**src/rtl/ringarb_pkg.sv**
```systemverilog
package ringarb_pkg;

  // Contents of one ring slot.
  typedef struct packed {
    logic halt;
    logic fetch;
    logic exec;
  } statElem_t;

  // Control-to-datapath strobes: exactly one is high each cycle.
  typedef struct packed {
    logic rotate;
    logic load;
  } ringStrobe_t;

endpackage

```
**src/rtl/ringarb_prio_enc.sv**
```systemverilog
module ringarb_prio_enc #(
  parameter int WIDTH = 16,
  parameter int IW    = $clog2(WIDTH)
) (
  input  logic [WIDTH-1:0] reqVec,
  output logic             anyReq,
  output logic [IW-1:0]    topPos
);

  // Fixed priority: the highest set position wins.
  always_comb begin
    anyReq = 1'b0;
    topPos = '0;
    for (int i = 0; i < WIDTH; i++) begin
      if (reqVec[i]) begin
        anyReq = 1'b1;
        topPos = IW'(i);
      end
    end
  end

endmodule

```
**src/rtl/ringarb_ctrl.sv**
```systemverilog
module ringarb_ctrl
  import ringarb_pkg::*;
(
  input  logic        clk,
  input  logic        rstN,
  input  logic        quantumTick,
  input  logic        topHalted,
  output ringStrobe_t strobe
);

  logic rotLast;
  logic tickPend;
  logic rotateNow;

  // Rotate only if the previous cycle did not, and there is a reason to.
  assign rotateNow     = !rotLast && (topHalted || tickPend);
  assign strobe.rotate = rotateNow;
  assign strobe.load   = !rotateNow;

  always_ff @(posedge clk or negedge rstN) begin
    if (!rstN) begin
      rotLast  <= 1'b0;
      tickPend <= 1'b0;
    end else begin
      rotLast  <= rotateNow;
      tickPend <= quantumTick | (tickPend & !rotateNow);
    end
  end

  AST_ROT_SPACING: assert property (@(posedge clk) disable iff (!rstN)
    strobe.rotate |=> !strobe.rotate);

  AST_TICK_SERVED: assert property (@(posedge clk) disable iff (!rstN)
    quantumTick |=> (strobe.rotate || $past(strobe.rotate)));

endmodule

```
**src/rtl/ringarb_ring.sv**
```systemverilog
module ringarb_ring
  import ringarb_pkg::*;
#(
  parameter int NUM = 16,
  parameter int IW  = $clog2(NUM)
) (
  input  logic            clk,
  input  logic            rstN,
  input  ringStrobe_t     strobe,
  input  logic [NUM-1:0]  fetchReqIn,
  input  logic [NUM-1:0]  execReqIn,
  input  logic [NUM-1:0]  haltIn,
  output logic            fetchValid,
  output logic [IW-1:0]   fetchStream,
  output logic            execValid,
  output logic [IW-1:0]   execStream,
  output logic            topHalted,
  output logic [IW-1:0]   rotCount
);

  statElem_t         ring [NUM];
  logic [IW-1:0]     rotCnt;
  logic [NUM-1:0]    fetchVec;
  logic [NUM-1:0]    execVec;
  logic [IW-1:0]     fetchPos;
  logic [IW-1:0]     execPos;

  for (genvar p = 0; p < NUM; p++) begin : g_slot
    logic [IW-1:0] srcIdx;
    // Slot p maps to stream p + count (mod NUM).
    assign srcIdx = IW'(p) + rotCnt;

    always_ff @(posedge clk or negedge rstN) begin
      if (!rstN) begin
        ring[p] <= '0;
      end else if (strobe.rotate) begin
        ring[p] <= ring[(p + 1) % NUM];
      end else if (strobe.load) begin
        ring[p] <= '{halt: haltIn[srcIdx], fetch: fetchReqIn[srcIdx],
                     exec: execReqIn[srcIdx]};
      end
    end

    assign fetchVec[p] = ring[p].fetch && !ring[p].halt;
    assign execVec[p]  = ring[p].exec  && !ring[p].halt;
  end

  always_ff @(posedge clk or negedge rstN) begin
    if (!rstN)              rotCnt <= '0;
    else if (strobe.rotate) rotCnt <= rotCnt + 1'b1;
  end

  ringarb_prio_enc #(.WIDTH(NUM), .IW(IW)) u_fetchEnc (
    .reqVec (fetchVec),
    .anyReq (fetchValid),
    .topPos (fetchPos)
  );

  ringarb_prio_enc #(.WIDTH(NUM), .IW(IW)) u_execEnc (
    .reqVec (execVec),
    .anyReq (execValid),
    .topPos (execPos)
  );

  // Adders recover the real stream number from the winning slot.
  assign fetchStream = fetchPos + rotCnt;
  assign execStream  = execPos + rotCnt;
  assign topHalted   = ring[NUM-1].halt;
  assign rotCount    = rotCnt;

  logic [IW-1:0] fetchBack;
  logic [IW-1:0] execBack;
  assign fetchBack = fetchStream - rotCnt;
  assign execBack  = execStream - rotCnt;

  AST_FETCH_LEGAL: assert property (@(posedge clk) disable iff (!rstN)
    fetchValid |-> (ring[fetchBack].fetch && !ring[fetchBack].halt));

  AST_EXEC_LEGAL: assert property (@(posedge clk) disable iff (!rstN)
    execValid |-> (ring[execBack].exec && !ring[execBack].halt));

  AST_TOP_FETCH: assert property (@(posedge clk) disable iff (!rstN)
    (ring[NUM-1].fetch && !ring[NUM-1].halt)
      |-> (fetchValid && fetchStream == IW'(rotCnt + IW'(NUM-1))));

  AST_TOP_EXEC: assert property (@(posedge clk) disable iff (!rstN)
    (ring[NUM-1].exec && !ring[NUM-1].halt)
      |-> (execValid && execStream == IW'(rotCnt + IW'(NUM-1))));

endmodule

```
**src/rtl/rot_ring_arbiter.sv**
```systemverilog
module rot_ring_arbiter
  import ringarb_pkg::*;
#(
  parameter int NUM = 16,
  parameter int IW  = $clog2(NUM)
) (
  input  logic           clk,
  input  logic           rstN,
  input  logic [NUM-1:0] fetchReq,
  input  logic [NUM-1:0] execReq,
  input  logic [NUM-1:0] haltIn,
  input  logic           quantumTick,
  output logic           fetchValid,
  output logic [IW-1:0]  fetchStream,
  output logic           execValid,
  output logic [IW-1:0]  execStream
);

  ringStrobe_t   strobe;
  logic          topHalted;
  logic [IW-1:0] rotCount;

  ringarb_ctrl u_ctrl (
    .clk         (clk),
    .rstN        (rstN),
    .quantumTick (quantumTick),
    .topHalted   (topHalted),
    .strobe      (strobe)
  );

  ringarb_ring #(.NUM(NUM), .IW(IW)) u_ring (
    .clk         (clk),
    .rstN        (rstN),
    .strobe      (strobe),
    .fetchReqIn  (fetchReq),
    .execReqIn   (execReq),
    .haltIn      (haltIn),
    .fetchValid  (fetchValid),
    .fetchStream (fetchStream),
    .execValid   (execValid),
    .execStream  (execStream),
    .topHalted   (topHalted),
    .rotCount    (rotCount)
  );

  AST_CNT_STEP: assert property (@(posedge clk) disable iff (!rstN)
    strobe.rotate |=> rotCount == IW'($past(rotCount) + 1'b1));

  AST_CNT_HOLD: assert property (@(posedge clk) disable iff (!rstN)
    !strobe.rotate |=> $stable(rotCount));

  AST_COMP_ROTATE: assert property (@(posedge clk) disable iff (!rstN)
    (topHalted && !strobe.rotate) |=> (strobe.rotate || !topHalted));

  AST_STROBE_EXCL: assert property (@(posedge clk) disable iff (!rstN)
    $countones({strobe.rotate, strobe.load}) == 1);

endmodule

```
**config.mk**
```make
export PLATFORM = sky130hd
export DESIGN_NAME = rot_ring_arbiter
export DESIGN_NICKNAME = d
export VERILOG_FILES = /design/src/rtl/ringarb_pkg.sv /design/src/rtl/ringarb_prio_enc.sv /design/src/rtl/ringarb_ctrl.sv /design/src/rtl/ringarb_ring.sv /design/src/rtl/rot_ring_arbiter.sv
export SDC_FILE = /design/constraint.sdc
export NUM_CORES = 1
export LEC_CHECK = 0
export ABC_AREA = 1
export ABC_CLOCK_PERIOD_IN_PS = 3700
export BUFFER_PORTS_ARGS = -buffer_cell sky130_fd_sc_hd__clkbuf_2
export CAP_MARGIN = 40
export CORE_MARGIN = 5
export CORE_UTILIZATION = 48
export CTS_BUF_LIST = sky130_fd_sc_hd__clkbuf_8
export DETAILED_ROUTE_END_ITERATION = 6
export HOLD_SLACK_MARGIN = 0.05
export MAX_ROUTING_LAYER = met4
export PLACE_DENSITY_LB_ADDON = 0.12
export SKIP_LAST_GASP = 1
export SYNTH_ARGS = -nofsm -noshare
export SYNTH_HDL_FRONTEND = slang
export SYNTH_SLANG_ARGS = --single-unit
```
**constraint.sdc**
```tcl
create_clock -name clk -period 3.7 [get_ports clk]
set_clock_uncertainty 0.1 [all_clocks]
set_input_delay 0.74 -clock clk [delete_from_list [all_inputs] [get_ports clk]]
set_output_delay 0.74 -clock clk [all_outputs]
set_load 0.01 [all_outputs]
```
* Word level (Yosys, flattened, before mapping) *
Index checks and enable logic that the tools add are counted.

word-level totals
  logic and storage cells = 312
  register bits after elaboration = 54
  input port bits = 51
  output and inout port bits = 10

cells by class
  bitwise operators = 2
  magnitude comparators = 16
  muxes and demuxes = 174
  $add $sub $neg = 17
  reductions and logical operators = 52

operators with widths
  kind                 number
  $bmux 1 s4           48
  $mux 4               28
  $mux 1               82
  $lt 4x5->1 const B   16
  $mux 3               16
  $logic_and 1x1->1    33
  $add 4x4->4 const A  8
  $logic_not 1->1      18
  $add 3x4->4 const A  4
  $add 2x4->4 const A  2
  $add 4x4->4          2
  $add 1x4->4 const A  1
  $and 1x1->1          1
  $logic_or 1x1->1     1
  $or 1x1->1           1

* Longest topological paths before layout *
Gate-level depths: netlist (run 1).

  word-level depth = 18
  mapped depth = 21
  depth with buffers taken out = 21

* Cells and area by module *
A second synthesis (run 1) with hierarchy kept.

second synthesis, totals
  cell total of the unflattened synthesis = 893
  area total of the unflattened synthesis = 5561.6 um^2

by module, submodules not included
  module            cells each  instances  area an instance (um^2)
  ringarb_ring      788         1          5067.4
  ringarb_prio_enc  48          2          205.2
  ringarb_ctrl      9           1          83.8

* Worst setup path before layout (run 1) *
Ideal clock, no wire load.

  path type = register -> output
  start point = register u_ring.ring[41] (netlist name)
  end point = output port execStream[2]
  cell stages (with the launch flop) = 20
  path slack = 996 ps
  arrival time = 1864 ps
  required time = 2860 ps
  buffers on the path = 0
  cell sequence = dfrtp_1 inv_1 nand2_1 nand2_1 nand2_1 nand2_1 nand2_1 nand2_1 nand2_1 nand2_1 nand2_1 nand2_1 nand2_1 nand2_1 nand2_1 nand2_1 nand2_1 ha_1 fa_1 xor2_1

between the ends
  longest elaborated chain between the ends = 17

RTL lines
  item                             line                    RTL
  start, declared                  ringarb_ring.sv:21      statElem_t ring [NUM];
  start signal, assigned by index  ringarb_ring.sv:37      ring[p] <= ring[(p + 1) % NUM];
  start signal, assigned by index  ringarb_ring.sv:39      ring[p] <= '{halt: haltIn[srcIdx], fetch: fetchReqIn[srcIdx],
  $logic_not 1->1                  ringarb_ring.sv:45      assign execVec[p] = ring[p].exec && !ring[p].halt;
  $logic_and 1x1->1                ringarb_ring.sv:45
  $mux 4 (14 in a row)             ringarb_prio_enc.sv:15  if (reqVec[i]) begin
  $add 4x4->4                      ringarb_ring.sv:67      assign execStream = execPos + rotCnt;
  end, declared                    rot_ring_arbiter.sv:16  output logic [IW-1:0] execStream

Every way passes these cells.

* Final worst setup path (run 1) *
  start point = register u_ring.ring[41] (netlist name)
  end point = output port fetchStream[2]

between the ends
  longest elaborated chain between the ends = 17

RTL lines
  item                  line                    RTL
  $logic_not 1->1       ringarb_ring.sv:44      assign fetchVec[p] = ring[p].fetch && !ring[p].halt;
  $logic_and 1x1->1     ringarb_ring.sv:44
  $mux 4 (14 in a row)  ringarb_prio_enc.sv:15
  $add 4x4->4           ringarb_ring.sv:66      assign fetchStream = fetchPos + rotCnt;
  end, declared         rot_ring_arbiter.sv:14  output logic [IW-1:0] fetchStream,

Every way passes these cells.

==> results of run 1 <==
## layer usage
metal | up-vias | track usage | wire (microns)
li1 | 2571 | - | -
met1 | 2406 | 0.350 | 6830
met2 | 202 | 0.455 | 7390
met3 | 19 | 0.0346 | 975
met4 | 0 | 0.0606 | 291
met5 | - | - | 0
## cell usage after synthesis, types with 6 or more instances
cell / number / share of area
a21oi_1: 75 / 0.079
buf_1: 6 / 0.0048
mux2i_1: 11 / 0.023
dfrtp_1: 54 / 0.29
ha_1: 13 / 0.034
buf_2: 13 / 0.014
clkbuf_1: 16 / 0.013
a22oi_1: 17 / 0.027
o21ai_0: 94 / 0.099
nand2_1: 292 / 0.23
xor2_1: 6 / 0.011
o221ai_1: 6 / 0.011
nor2_1: 50 / 0.040
inv_1: 52 / 0.041
nand3_1: 25 / 0.026
## layout by cell type, fill, tap and decap left out, drive strengths merged, types with 11 or more instances in the layout
cell | Yosys | routed
dfrtp | 54 | 54
a22oi | 17 | 17
o21ai | 95 | 95
nor2 | 50 | 50
inv | 55 | 57
nand2 | 292 | 292
clkbuf | 16 | 65
ha | 13 | 13
a21oi | 75 | 75
mux2i | 11 | 11
nand3 | 25 | 25
## flip-flops by register name (all words and copies together) (netlist names)
| signal | count |
|---|---|
| u_ctrl.rotLast | 1 |
| u_ctrl.tickPend | 1 |
| u_ring.ring | 47 |
| u_ring.rotCount | 4 |
| u_ring.topHalted | 1 |
## per-stage QoR
step | hold WS, ns | setup slack (ns) | instance area (sq um)
after detailed placement | 0.388 | 0.780 | 5120
after global routing | 0.344 | 0.154 | 5220
final | 0.314 | 0.403 | 5220
after floorplan | 0.334 | 0.996 | 4740
after global placement | 0.395 | 0.810 | 5120
after CTS | 0.313 | 0.421 | 5220
## area by class of cell
cell class,count,share of cell area
sequential,54,0.259
clock buffer,5,0.0132
inverter,57,0.0410
timing repair buffer,70,0.0720
clock inverter,3,0.00552
tap,133,0.0319
multi-input combinational,615,0.577
## kinds of logic after synthesis
family	after synthesis
XOR/XNOR	13
buffers and inverters	96
multiplexers	11
adder cells (fa/ha/maj)	15
AND/OR/NAND/NOR	373
flip-flops	54
AO/OA/AOI/OAI	203
## worst max path at each step
stage | start | to | slack (ns) | depth (start not counted)
2_1_floorplan | u_ring.ring[41] | execStream[2] | 1.0 | 19
3_3_place_gp | u_ring.ring[44] | execStream[3] | 0.81 | 21
3_5_place_dp | u_ring.ring[41] | execStream[2] | 0.78 | 20
4_1_cts | u_ring.ring[41] | fetchStream[2] | 0.42 | 16
5_1_grt | u_ring.ring[44] | execStream[3] | 0.15 | 21
6_report | u_ring.ring[41] | fetchStream[2] | 0.40 | 16
==> results.json, run 1 <==
{
  "wl_microns": 15500,
  "timing.critical_path.buf_inv": 2,
  "yosys_most_used_dff": "dfrtp_1",
  "synth_top_family_by_area": "simple AND/OR/NAND/NOR gates",
  "clockBufferDepth": 2,
  "wl_per_cell_microns": 16.5,
  "synth-edff-count": 0,
  "r2r-end": "u_ring.ring[44]",
  "critPathLaunchType": "flip-flop",
  "ff_latch_area_sq_mm": 0.00135,
  "dp.final_hpwl_microns": 12600,
  "via_per_inst": 5.55,
  "netlist_area_sq_mm": 0.00474,
  "status": "finished clean",
  "r2r_start": "u_ring.rotCount[1]",
  "path_cells": "inv_1 -> nand2_1 -> a21oi_1 -> o21ai_0 -> nand2_1 -> nand2_1 -> nand2_1 -> nand2_1 -> nand2_1 -> nand2_1 -> nand3_1 -> nand2_1 -> ha_1 -> fa_1 -> xor2_1 -> clkbuf_2",
  "diodes": 0,
  "cts_tree": "yes",
  "filler_cell_count": 957,
  "setup_viol": 0,
  "rr_worst_depth": 8,
  "crit_type": "flip-flop to primary output",
  "syn_nets": 831,
  "synth.distinct_cells": 34,
  "min_path_type": "primary input to async pin",
  "crit_family": "adder cells",
  "ctsHoldBuffers": 0,
  "crit_path_end_kind": "primary output",
  "clk_pin_slew_worst_paths_ns": 0.11,
  "synthSimpleGateAreaFrac": 0.305,
  "syn_inst": 765,
  "fin_setup_tns_ns": 0,
  "start_util": 0.490,
  "design.die.area_sq_mm": 0.0120,
  "place.gp.congestion": 0.967,
  "slew_viol_final": 0,
  "drive_above_1_share": 0.109,
  "antenna_found_initial": 0,
  "worstSkewPairLatency_ns": 0.32,
  "vias": 5198,
  "grt_start_max_net_pins": 74,
  "drt_pass1_iterations": 7,
  "rrSetupSlack_ns": 0.88,
  "synthArstFlopShare": 1.00,
  "synth-seq-cells": 54,
  "io_pins": 61,
  "fin_util": 0.539,
  "cp_data_arrival_time_ns": 2.46,
  "tightestPinTransition_ns": 0.853,
  "area.growth.synth_to_final_pct": 10.0,
  "finalHoldViolCount": 0,
  "synthAdderAreaFrac": 0.0428,
  "synth-compound-area-share": 0.233,
  "cts_resized": 0,
  "cpMaxStageDelayCell": "fa_1",
  "cts_root_buffer": "clkbuf_8",
  "yosys_warnings": 0,
  "max_cap_violations": 0,
  "fin_crit_sh": 0.891,
  "cts_buffers": 5,
  "slowest_delay_ns": 0.40,
  "slew_headroom": 0.427,
  "rows": 36,
  "synthMuxAreaShare": 0.0232,
  "cts.sinks": 54,
  "drt_first_iter_violations": 501,
  "fin_nets": 869,
  "max_clock_freq_mhz": 303,
  "multi_input_area_sq_mm": 0.00301,
  "port_buffers": 60,
  "route.detailed.drc": 0,
  "rsz0062_at_grt": "false",
  "grt_pass1_wl_microns": 24000,
  "syn_avg_cell_area_sq_um": 6.20,
  "track_usage": 0.271,
  "fp.dieH_microns": 109,
  "fin_crit_ns": 3.30,
  "cp_max_fo": 3,
  "cp_data_required_time_ns": 2.86,
  "ant_nets": 0,
  "postCtsSetupBuffers": 0,
  "synth-seq-area-share": 0.285,
  "crit_top_cell": "nand2_1",
  "grt_pass1_vias": 4668,
  "die_w_microns": 109,
  "overflow": 0,
  "core_sq_mm": 0.00968,
  "final_cells": 937,
  "h-tree-depth": 2,
  "dpl.cell_count": 929,
  "synth_xor_area_frac": 0.0288
}
Power of run 1 is left out: the tool's default activity adds up to more than one toggle a clock period on the data nets, which glitch-free logic cannot reach.
==> run 2: changes to the inputs <==
ABC_AREA = 0   (was 1)
ABC_CLOCK_PERIOD_IN_PS = 3900   (was 3700)
clock period = 3.9 ns   (was 3.7 ns; I/O delays follow)
==> run 2 against run 1 <==
  * Via count down 8.6%
  * Highest routed layer unchanged
  * Final cell count down 19%
  * Sequential cell count unchanged
  * Non-clock buffer count up 6
  * First-iteration DRC count down 12%
  * Sequential share of layout area down 5.0 points
  * Synthesized cell count down 26%
  * Routed wire length up 3.0%
  * Global-route usage down 4.1 points
==> results.json, run 2 <==
{
  "status": "finished clean",
  "tightestPinTransition_ns": 0.852,
  "fin_crit_sh": 0.941,
  "setup_viol": 0,
  "area.growth.synth_to_final_pct": 9.78,
  "yosysTopAreaCell": "mux4_2",
  "cpMaxStageDelayCell": "o311ai_1",
  "clockBufferDepth": 2,
  "ant_nets": 0,
  "rsz0062_at_grt": "false",
  "cts_root_buffer": "clkbuf_8",
  "track_usage": 0.229,
  "cts_buffers": 5,
  "cts.sinks": 54,
  "layout.cells.most_common": "nand2_1",
  "filler_cell_count": 1095,
  "synth.area.top_cells": "mux4_2 (27%), dfrtp_1 (23%), mux2i_1 (8.1%)",
  "design.die.area_sq_mm": 0.0146,
  "finalHoldViolCount": 0,
  "largest-register": "u_ring.ring",
  "layout_common_cells": "nand2_1 (88), mux4_2 (72), a21oi_1 (63)",
  "max_clock_freq_mhz": 272,
  "synth-seq-area-share": 0.229,
  "cts_tree": "yes",
  "die_w_microns": 121,
  "wl_per_cell_microns": 21.0,
  "postCtsSetupBuffers": 0,
  "synthArstFlopShare": 1.00,
  "clk_pin_slew_worst_paths_ns": 0.10,
  "overflow": 0,
  "max_cap_violations": 0,
  "synthTopCellsByCount": "nand2_1 (88), mux4_2 (72), a21oi_1 (63)",
  "cp_max_fo": 3,
  "wl_microns": 15900,
  "slew_headroom": 0.432,
  "antenna_found_initial": 0,
  "diodes": 0,
  "place.gp.congestion": 0.872,
  "post-synth-top-count-cell": "nand2_1",
  "grt_start_max_net_pins": 50,
  "dp.final_hpwl_microns": 12500,
  "netlist_area_sq_mm": 0.00590,
  "fin_setup_tns_ns": 0,
  "grt_pass1_wl_microns": 25500,
  "syn_inst": 568,
  "largest_register_ffs": 47,
  "crit_path_end_kind": "primary output",
  "drive_above_1_share": 0.316,
  "fin_crit_ns": 3.67,
  "synth-edff-count": 0,
  "multi_input_area_sq_mm": 0.00430,
  "route.detailed.drc": 0,
  "core_sq_mm": 0.0120,
  "h-tree-depth": 2,
  "fp.dieH_microns": 121,
  "drt_first_iter_violations": 439,
  "synth.distinct_cells": 37,
  "via_per_inst": 6.25,
  "path_cells": "nor2b_1 -> a21oi_1 -> o21ai_0 -> a221oi_1 -> o311ai_1 -> ha_1 -> a21o_1 -> a21oi_1 -> xnor2_1 -> xnor2_1 -> clkbuf_2",
  "critPathLaunchType": "flip-flop",
  "port_buffers": 60,
  "slowest_delay_ns": 0.43,
  "syn_nets": 634,
  "crit_type": "flip-flop to primary output",
  "grt_pass1_vias": 4703,
  "start_util": 0.491,
  "drt_pass1_iterations": 5,
  "vias": 4750,
  "io_pins": 61,
  "worstSkewPairLatency_ns": 0.31,
  "cp_data_arrival_time_ns": 2.79,
  "syn_avg_cell_area_sq_um": 10.4,
  "cp_data_required_time_ns": 3.02,
  "yosys_warnings": 0,
  "synth_top_area_frac": 0.275,
  "rows": 40,
  "slew_viol_final": 0,
  "synth-seq-cells": 54,
  "yosys_most_used_dff": "dfrtp_1",
  "min_path_type": "primary input to async pin",
  "fin_nets": 678,
  "ff_latch_area_sq_mm": 0.00135
}
==> run 2: cell types whose count changed after synthesis, moves of 21 or more <==
| cell | delta |
|---|---|
| mux2_2 | +21 |
| nand3_1 | -25 |
| o21ai_0 | -89 |
| mux4_2 | +72 |
| nand2_1 | -204 |
| inv_1 | -42 |
| mux2i_1 | +37 |
==> run 2: worst paths after layout <==
check / startpoint / to / slack [ns] / depth (start not counted)
worst max-delay path: u_ring.ring[38] / execStream[3] / 0.23 / 11
worst min-delay path: rstN / u_ring.ring[5] / 0.20 / 1
worst max register to register: u_ring.rotCount[1] / u_ring.ring[20] / 1.12 / 7
worst min register to register: u_ctrl.tickPend / u_ctrl.tickPend / 0.42 / 1
max in group asynchronous: rstN / u_ring.ring[37] / 2.75 / 3
min in group clk: u_ctrl.tickPend / u_ctrl.tickPend / 0.42 / 1
==> run 2: kinds of logic after synthesis <==
logic type,synth area share
XOR/XNOR,0.0333
multiplexers,0.454
AO/OA/AOI/OAI,0.0783
buffers and inverters,0.0416
flip-flops,0.229
AND/OR/NAND/NOR,0.130
adder cells (fa/ha/maj),0.0344
==> run 2: cell type report <==
class                   count  area share
multi-input cells         464       0.665
flip-flops and latches     54       0.209
repair buffers             76      0.0734
well taps                 147      0.0284
clock buffers               5      0.0106
clock inverters             3     0.00754
inverters                  11     0.00638
==> run 2: critical path: cells and delay by family, from the launching register on <==
| family | cells | cell delay [ns] |
|---|---|---|
| buffers and inverters | 1 | 0.15 |
| AO/OA/AOI/OAI | 6 | 1.15 |
| AND/OR/NAND/NOR | 1 | 0.15 |
| XOR/XNOR | 2 | 0.29 |
| flip-flops | 1 | 0.41 |
| adder cells (fa/ha/maj) | 1 | 0.32 |
==> run 2: repair_timing <==
action                     CTS  global route
gates resized for setup      0             1
setup endpoints to repair    0             1
hold buffers                 0             0
==> run 2: per-stage QoR <==
stage | area, sq um | utilization | worst slack, ns | hold slack (ns) | instances
final | 6470 | 0.539 | 0.229 | 0.203 | 760
after global routing | 6470 | 0.539 | 0.0455 | 0.212 | 760
after CTS | 6470 | 0.539 | 0.0334 | 0.205 | 759
after detailed placement | 6350 | 0.529 | 0.385 | 0.391 | 751
after global placement | 6300 | 0.524 | 0.463 | 0.381 | 748
after floorplan | 5900 | - | 0.786 | 0.364 | 568
==> run 2: per-layer routing <==
layer  track usage  wire, microns
met2         0.339           7300
met4        0.0652            413
met3        0.0126            716
met5             -              0
met1         0.345           7520
Power of run 2 is left out for the same reason.
==> run 3: changes to the inputs <==
ABC_CLOCK_PERIOD_IN_PS = 3840   (was 3900)
CORE_MARGIN = 2   (was 5)
clock period = 3.84 ns   (was 3.9 ns; I/O delays follow)
==> run 3 against run 2 <==
  * Sequential share of layout area up 0.057 points
  * Global-route usage up 2.0 points
  * Cell area down 0.27%
  * Largest cell class unchanged
  * First-iteration DRC count down 22%
  * Core utilization down 0.15 points
  * Die area down 9.7%
  * Count of clock-buffer cells in the layout unchanged
==> results.json, run 3 (synthesis gave the netlist of run 2 again) <==
{
  "cts_tree": "yes",
  "critPathLaunchType": "flip-flop",
  "drt_pass1_iterations": 5,
  "status": "finished clean",
  "postCtsSetupBuffers": 0,
  "via_per_inst": 6.15,
  "rsz0062_at_grt": "false",
  "worstSkewPairLatency_ns": 0.31,
  "clk_pin_slew_worst_paths_ns": 0.09,
  "core_sq_mm": 0.0120,
  "finalHoldViolCount": 0,
  "fin_nets": 678,
  "slew_viol_final": 0,
  "slew_headroom": 0.415,
  "h-tree-depth": 2,
  "max_clock_freq_mhz": 278,
  "cp-startpoint": "u_ring.ring[38]",
  "fin_crit_sh": 0.936,
  "r2r_start": "u_ring.rotCount[1]",
  "fp.dieH_microns": 115,
  "crit_type": "flip-flop to primary output",
  "cp_max_fo": 3,
  "grt_pass1_vias": 4490,
  "die_w_microns": 115,
  "final_cells": 760,
  "clockBufferDepth": 2,
  "route.detailed.drc": 0,
  "overflow": 0,
  "crit_cells": 11,
  "place.gp.congestion": 0.881,
  "wl_per_cell_microns": 19.8,
  "drive_above_1_share": 0.315,
  "timing.critical_path.buf_inv": 1,
  "cp_data_required_time_ns": 2.97,
  "fin_setup_tns_ns": 0,
  "dp.final_hpwl_microns": 11900,
  "max_cap_violations": 0,
  "path_cells": "nor2b_1 -> a21oi_1 -> o21ai_0 -> a221oi_1 -> o311ai_1 -> ha_1 -> a21o_1 -> a21oi_1 -> xnor2_1 -> xnor2_1 -> clkbuf_2",
  "largest_register_ffs": 47,
  "ctsHoldBuffers": 0,
  "wl_microns": 15000,
  "r2r-end": "u_ring.ring[32]",
  "crit_path_end_kind": "primary output",
  "fin_crit_ns": 3.59,
  "cts_root_buffer": "clkbuf_8",
  "start_util": 0.491,
  "dpl.cell_count": 752,
  "area.growth.synth_to_final_pct": 9.48,
  "slowest_delay_ns": 0.43,
  "layout_common_cells": "nand2_1 (88), mux4_2 (72), a21oi_1 (62)",
  "filler_cell_count": 1116,
  "cp_data_arrival_time_ns": 2.73,
  "tightestPinTransition_ns": 0.878,
  "grt_start_max_net_pins": 53,
  "cts_buffers": 5,
  "cpMaxStageDelayCell": "o311ai_1",
  "antenna_found_initial": 0,
  "rr_worst_depth": 7,
  "track_usage": 0.250,
  "drt_first_iter_violations": 341,
  "grt_pass1_wl_microns": 24400,
  "largest-register": "u_ring.ring",
  "layout.cells.most_common": "nand2_1",
  "io_pins": 61,
  "cts_resized": 0,
  "min_path_type": "primary input to async pin",
  "diodes": 0,
  "setup_viol": 0,
  "cts.sinks": 54,
  "ant_nets": 0,
  "port_buffers": 60,
  "rows": 40,
  "rrSetupSlack_ns": 0.97,
  "vias": 4676,
  "design.die.area_sq_mm": 0.0132,
  "crit_family": "compound AO/OA/AOI/OAI gates"
}
## run 3: cell types whose count changed in the layout (fill, tap and decap cells not counted), sizes merged
cell | previous run | this run
clkinvlp | 1 | 0
inv | 12 | 13
## run 3: worst register-to-register path, delay by kind of cell (launching register included)
kind | cells | cell delay [ns]
flops | 1 | 0.45
xor+xnor | 1 | 0.14
buf+inv | 2 | 0.93
mux | 2 | 0.64
compound gates | 1 | 0.11
fa+ha+maj | 1 | 0.35
## run 3: per-stage QoR
stage	instance area (sq um)	hold WS (ns)	util	setup slack [ns]
2_1_floorplan	5900	0.364	-	0.738
3_3_place_gp	6280	0.386	0.523	0.458
3_5_place_dp	6350	0.395	0.528	0.359
4_1_cts	6450	0.141	0.537	0.00944
5_1_grt	6460	0.133	0.538	0.0158
6_report	6460	0.149	0.538	0.246
## run 3: how the worst max path moves through the flow
stage,endpoint
after floorplan,execStream[3]
after global placement,execStream[3]
final,execStream[3]
after CTS,execStream[3]
after detailed placement,execStream[3]
after global routing,fetchStream[3]
## run 3: layout make-up
class	instances	area, sq um	area share
multi-input cells	464	4310	0.667
flip-flops and latches	54	1350	0.209
repair buffers	76	465	0.0721
well taps	147	184	0.0285
clock buffers	5	68.8	0.0107
inverters	11	41.3	0.00639
clock inverters	3	37.5	0.00581
## run 3: metal layers
layer,vias up,track usage,part of all wire
met5,-,-,0
met4,0,0.0691,0.018
met3,17,0.0169,0.053
met2,154,0.373,0.47
met1,2315,0.371,0.46
li1,2190,-,-
Power of run 3 is left out for the same reason.
